--- config.mk ---
export PLATFORM = sky130hd
export DESIGN_NAME = cmt_timer
export DESIGN_NICKNAME = d
export VERILOG_FILES = /design/src/rtl/cmt_pkg.sv /design/src/rtl/cmt_match_unit.sv /design/src/rtl/cmt_clear_sel.sv /design/src/rtl/cmt_counter.sv /design/src/rtl/cmt_timer.sv
export SDC_FILE = /design/constraint.sdc
export NUM_CORES = 1
export LEC_CHECK = 0
export ABC_AREA = 1
export BUFFER_PORTS_ARGS = -buffer_cell sky130_fd_sc_hd__buf_4
export CORE_AREA = 2 2 80 82
export CTS_CLUSTER_SIZE = 25
export DETAILED_ROUTE_END_ITERATION = 8
export DIE_AREA = 0 0 82 84
export PLACE_DENSITY = 0.77
export REMOVE_ABC_BUFFERS = 1
export SYNTH_ARGS = -nofsm -noshare
export SYNTH_HDL_FRONTEND = slang
export SYNTH_SLANG_ARGS = --single-unit
--- constraint.sdc ---
create_clock -name clk -period 1.65 [get_ports clk]
set_input_delay 0.165 -clock clk [delete_from_list [all_inputs] [get_ports clk]]
set_output_delay 0.165 -clock clk [all_outputs]
set_load 0.05 [all_outputs]
--- src/rtl/cmt_pkg.sv ---
package cmt_pkg;
  localparam int NUM_REGS = 4;

  // Register index order: 0 = A, 1 = B, 2 = C, 3 = D
  typedef logic [2:0] clr_code_t;

  // Which compare register's match clears the counter for a code
  function automatic logic [NUM_REGS-1:0] clr_mask(input clr_code_t code);
    case (code)
      3'b001:  clr_mask = 4'b0001;
      3'b010:  clr_mask = 4'b0010;
      3'b101:  clr_mask = 4'b0100;
      3'b110:  clr_mask = 4'b1000;
      default: clr_mask = 4'b0000;
    endcase
  endfunction

  // Codes that follow another channel's clear
  function automatic logic is_sync_code(input clr_code_t code);
    is_sync_code = (code[1:0] == 2'b11);
  endfunction
endpackage

--- src/rtl/cmt_match_unit.sv ---
module cmt_match_unit
  import cmt_pkg::*;
#(
  parameter int CNT_W = 16
) (
  input  logic                             clk,
  input  logic                             rst_n,
  input  logic                             cnt_en,
  input  logic                             buf_mode,
  input  logic [CNT_W-1:0]                 count,
  input  logic [NUM_REGS-1:0][CNT_W-1:0]   cmp_vals,
  output logic [NUM_REGS-1:0]              hit,
  output logic [NUM_REGS-1:0]              flag
);
  for (genvar i = 0; i < NUM_REGS; i++) begin : g_cmp
    logic buffered;
    if (i >= 2) begin : g_bufable
      assign buffered = buf_mode;
    end else begin : g_plain
      assign buffered = 1'b0;
    end
    assign hit[i] = cnt_en && !buffered && (count == cmp_vals[i]);
  end

  always_ff @(posedge clk) begin
    if (!rst_n) flag <= '0;
    else        flag <= hit;
  end
endmodule

--- src/rtl/cmt_clear_sel.sv ---
module cmt_clear_sel
  import cmt_pkg::*;
#(
  parameter bit FULL_SEL = 1'b1
) (
  input  logic                clk,
  input  logic                rst_n,
  input  logic [2:0]          clr_sel,
  input  logic                sync_en,
  input  logic                sync_clr_in,
  input  logic [NUM_REGS-1:0] hit,
  output logic                own_clr,
  output logic                sync_take,
  output logic                sync_clr_out
);
  clr_code_t sel_eff;

  if (FULL_SEL) begin : g_wide
    assign sel_eff = clr_sel;
  end else begin : g_narrow
    assign sel_eff = {1'b0, clr_sel[1:0]};
  end

  assign own_clr   = |(hit & clr_mask(sel_eff));
  assign sync_take = sync_en && is_sync_code(sel_eff) && sync_clr_in;

  always_ff @(posedge clk) begin
    if (!rst_n) sync_clr_out <= 1'b0;
    else        sync_clr_out <= own_clr;
  end
endmodule

--- src/rtl/cmt_counter.sv ---
module cmt_counter #(
  parameter int CNT_W = 16
) (
  input  logic             clk,
  input  logic             rst_n,
  input  logic             cnt_en,
  input  logic             clr,
  output logic [CNT_W-1:0] count
);
  function automatic logic [CNT_W-1:0] next_count(
    input logic [CNT_W-1:0] cur, input logic en, input logic zero);
    if (zero)    next_count = '0;
    else if (en) next_count = cur + 1'b1;
    else         next_count = cur;
  endfunction

  always_ff @(posedge clk) begin
    if (!rst_n) count <= '0;
    else        count <= next_count(count, cnt_en, clr);
  end
endmodule

--- src/rtl/cmt_timer.sv ---
module cmt_timer
  import cmt_pkg::*;
#(
  parameter int CNT_W    = 16,
  parameter bit FULL_SEL = 1'b1
) (
  input  logic             clk,
  input  logic             rst_n,
  input  logic             cnt_en,
  input  logic [2:0]       clr_sel,
  input  logic             sync_en,
  input  logic             buf_mode,
  input  logic [CNT_W-1:0] cmp_a,
  input  logic [CNT_W-1:0] cmp_b,
  input  logic [CNT_W-1:0] cmp_c,
  input  logic [CNT_W-1:0] cmp_d,
  input  logic             sync_clr_in,
  output logic [CNT_W-1:0] count,
  output logic [3:0]       match_flag,
  output logic             sync_clr_out
);
  logic [NUM_REGS-1:0][CNT_W-1:0] cmp_vals;
  logic [NUM_REGS-1:0]            hit;
  logic                           own_clr;
  logic                           sync_take;
  logic                           clr_any;

  assign cmp_vals = {cmp_d, cmp_c, cmp_b, cmp_a};
  assign clr_any  = own_clr || sync_take;

  cmt_match_unit #(.CNT_W(CNT_W)) u_match (
    .clk(clk), .rst_n(rst_n), .cnt_en(cnt_en), .buf_mode(buf_mode),
    .count(count), .cmp_vals(cmp_vals), .hit(hit), .flag(match_flag)
  );

  cmt_clear_sel #(.FULL_SEL(FULL_SEL)) u_clrsel (
    .clk(clk), .rst_n(rst_n), .clr_sel(clr_sel), .sync_en(sync_en),
    .sync_clr_in(sync_clr_in), .hit(hit), .own_clr(own_clr),
    .sync_take(sync_take), .sync_clr_out(sync_clr_out)
  );

  cmt_counter #(.CNT_W(CNT_W)) u_cnt (
    .clk(clk), .rst_n(rst_n), .cnt_en(cnt_en), .clr(clr_any), .count(count)
  );
endmodule

Yosys cells after proc, flatten, opt, wreduce, memory -nomap -nowiden
Index checks and enable logic that the tools add are counted. Widths: inputs -> output; s select.

Register bits: 21. Input bits: 73. Output and inout port bits: 21. Logic and storage cells: 27.

$add $sub $neg: 1. Eq/ne operators: 9. Mux-type cells: 1. Bitwise operators: 2. Reductions and logical operators: 11.

Operators with widths (count): $eq 16x16->1 (4); $add 16x1->16 const B (1); $pmux 4 s4 (1); $logic_and 1x1->1 (7); $eq 3x3->1 const B (2); $and 4x4->4 (1); $reduce_or 4->1 (1); $eq 3x1->1 const B (1); $eq 3x2->1 const B (1); $eq 2x2->1 const B (1); $reduce_or 2->1 (1); $logic_not 1->1 (1); $logic_or 1x1->1 (1); $not 1->1 (1).

Longest topological paths before layout
Word-level depth: 7. Mapped depth: 13. Mapped depth without buffers: 11.

By module
Synthesis repeated with hierarchy kept, for this count alone.

Cell total of the unflattened synthesis: 437. Area total of the unflattened synthesis: 2207.1 um^2.

By module, submodules not included: cmt_match_unit (times used 1, cells each 296, area each 1292.5 um^2, sequential area each 80.1 um^2); cmt_counter (times used 1, cells each 122, area each 815.8 um^2, sequential area each 320.3 um^2); cmt_clear_sel (times used 1, cells each 16, area each 87.6 um^2, sequential area each 20.0 um^2); cmt_timer (times used 1, cells each 3, area each 11.3 um^2, sequential area each 0.0 um^2).

Worst setup path after synthesis
No wires, ideal clock.

Path type: register to register. Start point: reg u_cnt.count[1]. End point: reg u_cnt.count[14]. Setup time: 112 ps. Data arrival time: 1812 ps. Data required time: 1538 ps. Path slack: -273 ps. Cell stages (with the launch flop): 10. Path buffers: 0. Period minus slack after synthesis: 1923 ps. Path through: dfxtp_1 -> ha_1 -> nand2_1 -> inv_1 -> nand3_1 -> nor3_1 -> nand2_1 -> xor2_1 -> inv_1 -> nor2_4.

Cells in the longest elaborated chain, start to end: 6. Elaborated cells between the ends (all ways): 13. Those cells by class: add/sub (1); eq/ne (4); bitwise (1); reduce/logical (7).

Ends and longest elaborated chain: from (decl) (RTL line cmt_counter.sv:8) `output logic [CNT_W-1:0] count`; from (signal assigned) (RTL line cmt_counter.sv:19) `else count <= next_count(count, cnt_en, clr);`; $eq 16x16->1 (RTL line cmt_match_unit.sv:22) `assign hit[i] = cnt_en && !buffered && (count == cmp_vals[i]);`; $logic_and 1x1->1 (RTL line cmt_match_unit.sv:22); $and 4x4->4 (RTL line cmt_clear_sel.sv:24) `assign own_clr = |(hit & clr_mask(sel_eff));`; $reduce_or 4->1 (RTL line cmt_clear_sel.sv:24); $logic_or 1x1->1 (RTL line cmt_timer.sv:29) `assign clr_any = own_clr || sync_take;`; $reduce_or 2->1 (no line).

Several ways; a longest one is shown, not always the timed one. A chain may end at the register's enable or synchronous reset.

Worst setup path after layout
Start point: reg u_cnt.count[3]. End point: reg u_cnt.count[0].

Cells in the longest elaborated chain, start to end: 6. Elaborated cells between the ends (all ways): 12. Those cells by class: eq/ne (4); bitwise (1); reduce/logical (7).

Ends and longest elaborated chain (RTL line): $eq 16x16->1 (cmt_match_unit.sv:22); $logic_and 1x1->1 (cmt_match_unit.sv:22); $and 4x4->4 (*) (cmt_clear_sel.sv:24); $reduce_or 4->1 (*) (cmt_clear_sel.sv:24); $logic_or 1x1->1 (*) (cmt_timer.sv:29); $reduce_or 2->1 (no line) (*).

Mark *: on every way between the ends. The rest lies on a longest branch, timed or not.

==> impl_metrics.ini <==
[power_and_ir_drop]
vdd_drop_max_mv = 0.273
p_leak_nw = 2.05
powerDensity_mw_per_mm2 = 364
total_power_mw = 1.43

[clocking]
clk_pin_slew_worst_paths_ps = 90
htree_levels = 1
clk_latency_ps = 270
cts_sinks = 21
cts-root-buf = clkbuf_8
cts_buffers = 3
hold_buffers = 0
cts_tree = yes
clk_path_buf_depth = 2

[detailed_routing]
drt_wl_total_mm = 10.1
final_antenna_net_count = 0
drc = 0
first_iter_violations = 182
dr.pass1.iters = 5
vias_per_cell = 4.98
vias = 3382
wl_per_cell_um = 14.9

[critical_path]
cp.required_ps = 1800
rrSetupSlack_ps = 60
arrival_ps = 1750
critPathCaptureType = register
startpoint_type = register
criticalPathCategory = register to register
reg2reg_from = u_cnt.count[3]
worstPathMaxFanout = 7
r2r.worst_path.cells = 12
timing.rr.end = u_cnt.count[0]

[final_layout]
diodes = 0
drive_gt1_share_pct = 35.2
layout_common_cells = 139 x nand2_1, 119 x buf_4, 77 x nor2_1
post-route-cell-area_mm2 = 0.00391
final_cells = 679
multi_input_area_mm2 = 0.00199
syn2layout_area_growth_pct = 48.4
regArea_um2 = 457
fin_nets = 680
nFillCells = 579
layout_commonest_cell = nand2_1

[sta]
hold_violations = 0
drv_slew = 0
setup_viol_count_final = 0
relSlewSlack_pct = 70.9
tightest_slew_ps = 436
fmax_mhz = 628
fin_crit_ps = 1590
fin_worst_skew_ps = 10.9
fin_crit_sh_pct = 96.6

[global_route]
gr-usage-all-layers_pct = 28.7
grt_pass1_vias = 3131
grt_pass1_wl_mm = 15.0
grt_max_degree = 14
grt_overflow = 0
antenna_found_initial = 0

[floorplan]
coreArea_mm2 = 0.00610
pin_count = 94
dieWidth_um = 82
die_h_um = 84
num_rows = 29
die-area_mm2 = 0.00689
start_util_pct = 43.2

[min_path]
hp-start = rst_n
hp-class = primary input to register
holdPathEnd = u_clrsel.sync_clr_out
hold_depth = 3

[placement]
hpwl_mm = 8.19
place.gp.congestion = 0.957
dp.cells = 671
place_area_mm2 = 0.00361
portBuffers = 93

[job]
maxCapViolations = 0

[synth]
synthDistinctLibCells = 36
syn_area_mm2 = 0.00264
synth.area.top_cells = nand2_1 23%, dfxtp_1 16%, nor2_1 12%
syn-instance-count = 480
ys_ff_latch = 21
ys_warn_count = 0
synth_top_area_cell = nand2_1
synth_top_area_share_pct = 22.6
ys_seq_area_share_pct = 16.0
syn_avg_cell_area_um2 = 5.49

[run_status]
status = finished, final reports clean
[power breakdown]
part / internal, mW / switching (mW)
Combinational: 0.262 / 0.292
Sequential: 0.501 / 0.00917
Clock: 0.171 / 0.190
[Yosys cell counts]
cell type,count
nand2_1,159
nor2_1,83
inv_1,72
o21ai_0,23
dfxtp_1,21
nand3_1,17
xnor2_1,17
xor2_1,16
nand4_1,15
nor2_4,10
inv_2,5
nor3_1,5
buf_4,4
ha_1,4
nand3b_1,4
buf_2,3
a21oi_1,2
nor4_1,2
and2_1,1
buf_12,1
buf_6,1
clkbuf_2,1
inv_4,1
nand2_2,1
nand2_4,1
nand3_2,1
nor2_2,1
nor2b_1,1
nor3_2,1
nor3b_1,1
o211ai_1,1
o21ai_1,1
o21ai_2,1
or2_0,1
or2_2,1
or2_4,1
[registers in the layout, indices dropped and copies added, names as in the netlist]
signal                 flops
u_cnt.count               16
u_match.flag               4
u_clrsel.sync_clr_out      1
[cell families (layout without fill, tap and decap cells)]
kind of cell,after synthesis,in the layout,share of synthesized area [%]
buf+inv,88,210,14.3
flops,21,21,16.0
simple gates,306,306,51.3
fa+ha+maj,4,4,1.90
compound gates,28,28,5.56
xor+xnor,33,33,11.0
[per-stage QoR]
| stage | setup slack [ps] | hold slack, ps | TNS (ps) | util (%) |
|---|---|---|---|---|
| floorplan | -321 | 340 | -4540 | - |
| global placement | -88.4 | 482 | -1330 | 59.2 |
| detailed placement | -84.9 | 479 | -1220 | 59.2 |
| CTS | 15.3 | 196 | 0 | 60.1 |
| global route | -11.7 | 224 | -56.7 | 64.2 |
| finish | 56.8 | 200 | 0 | 64.2 |
[worst max path at each step]
stage / from / to / slack, ps / depth (start not counted)
3_3_place_gp: u_cnt.count[4] / u_cnt.count[9] / -90 / 10
2_1_floorplan: u_cnt.count[1] / u_cnt.count[14] / -320 / 9
5_1_grt: u_cnt.count[6] / u_cnt.count[12] / -10 / 10
6_report: u_cnt.count[3] / u_cnt.count[0] / 60 / 12
4_1_cts: u_cnt.count[14] / u_cnt.count[10] / 20 / 9
3_5_place_dp: u_cnt.count[4] / u_cnt.count[1] / -80 / 10
[layout make-up]
class	instances	area share [%]
clock inverters	1	0.192
well taps	77	2.46
repair buffers	128	25.9
multi-input cells	371	50.9
flip-flops and latches	21	11.7
inverters	78	7.87
clock buffers	3	1.06
[per-layer routing]
layer | GRT usage [%] | vias up | share of wire (%)
li1 | - | 1708 | -
met3 | 3.46 | 22 | 6.3
met5 | 0 | - | 0
met2 | 50.0 | 141 | 50
met4 | 9.70 | 0 | 2.6
met1 | 35.5 | 1511 | 41
[critical path, stage by stage (launching register included)]
cell	delay, ps
dfxtp_4	380
buf_6	140
nand2_2	80
nand2_2	60
nor2_2	100
nand2_1	60
nor2_1	110
nand4_1	110
nand2_1	110
nor2_2	60
nand2_4	80
buf_12	150
nor2_4	30
[repair_timing]
action	4_1_cts	5_1_grt
pin swaps	0	22
setup endpoints to repair	16	16
buffers inserted	0	5
gates resized for setup	8	75
Note: power is estimated with default switching activity, not from simulation.
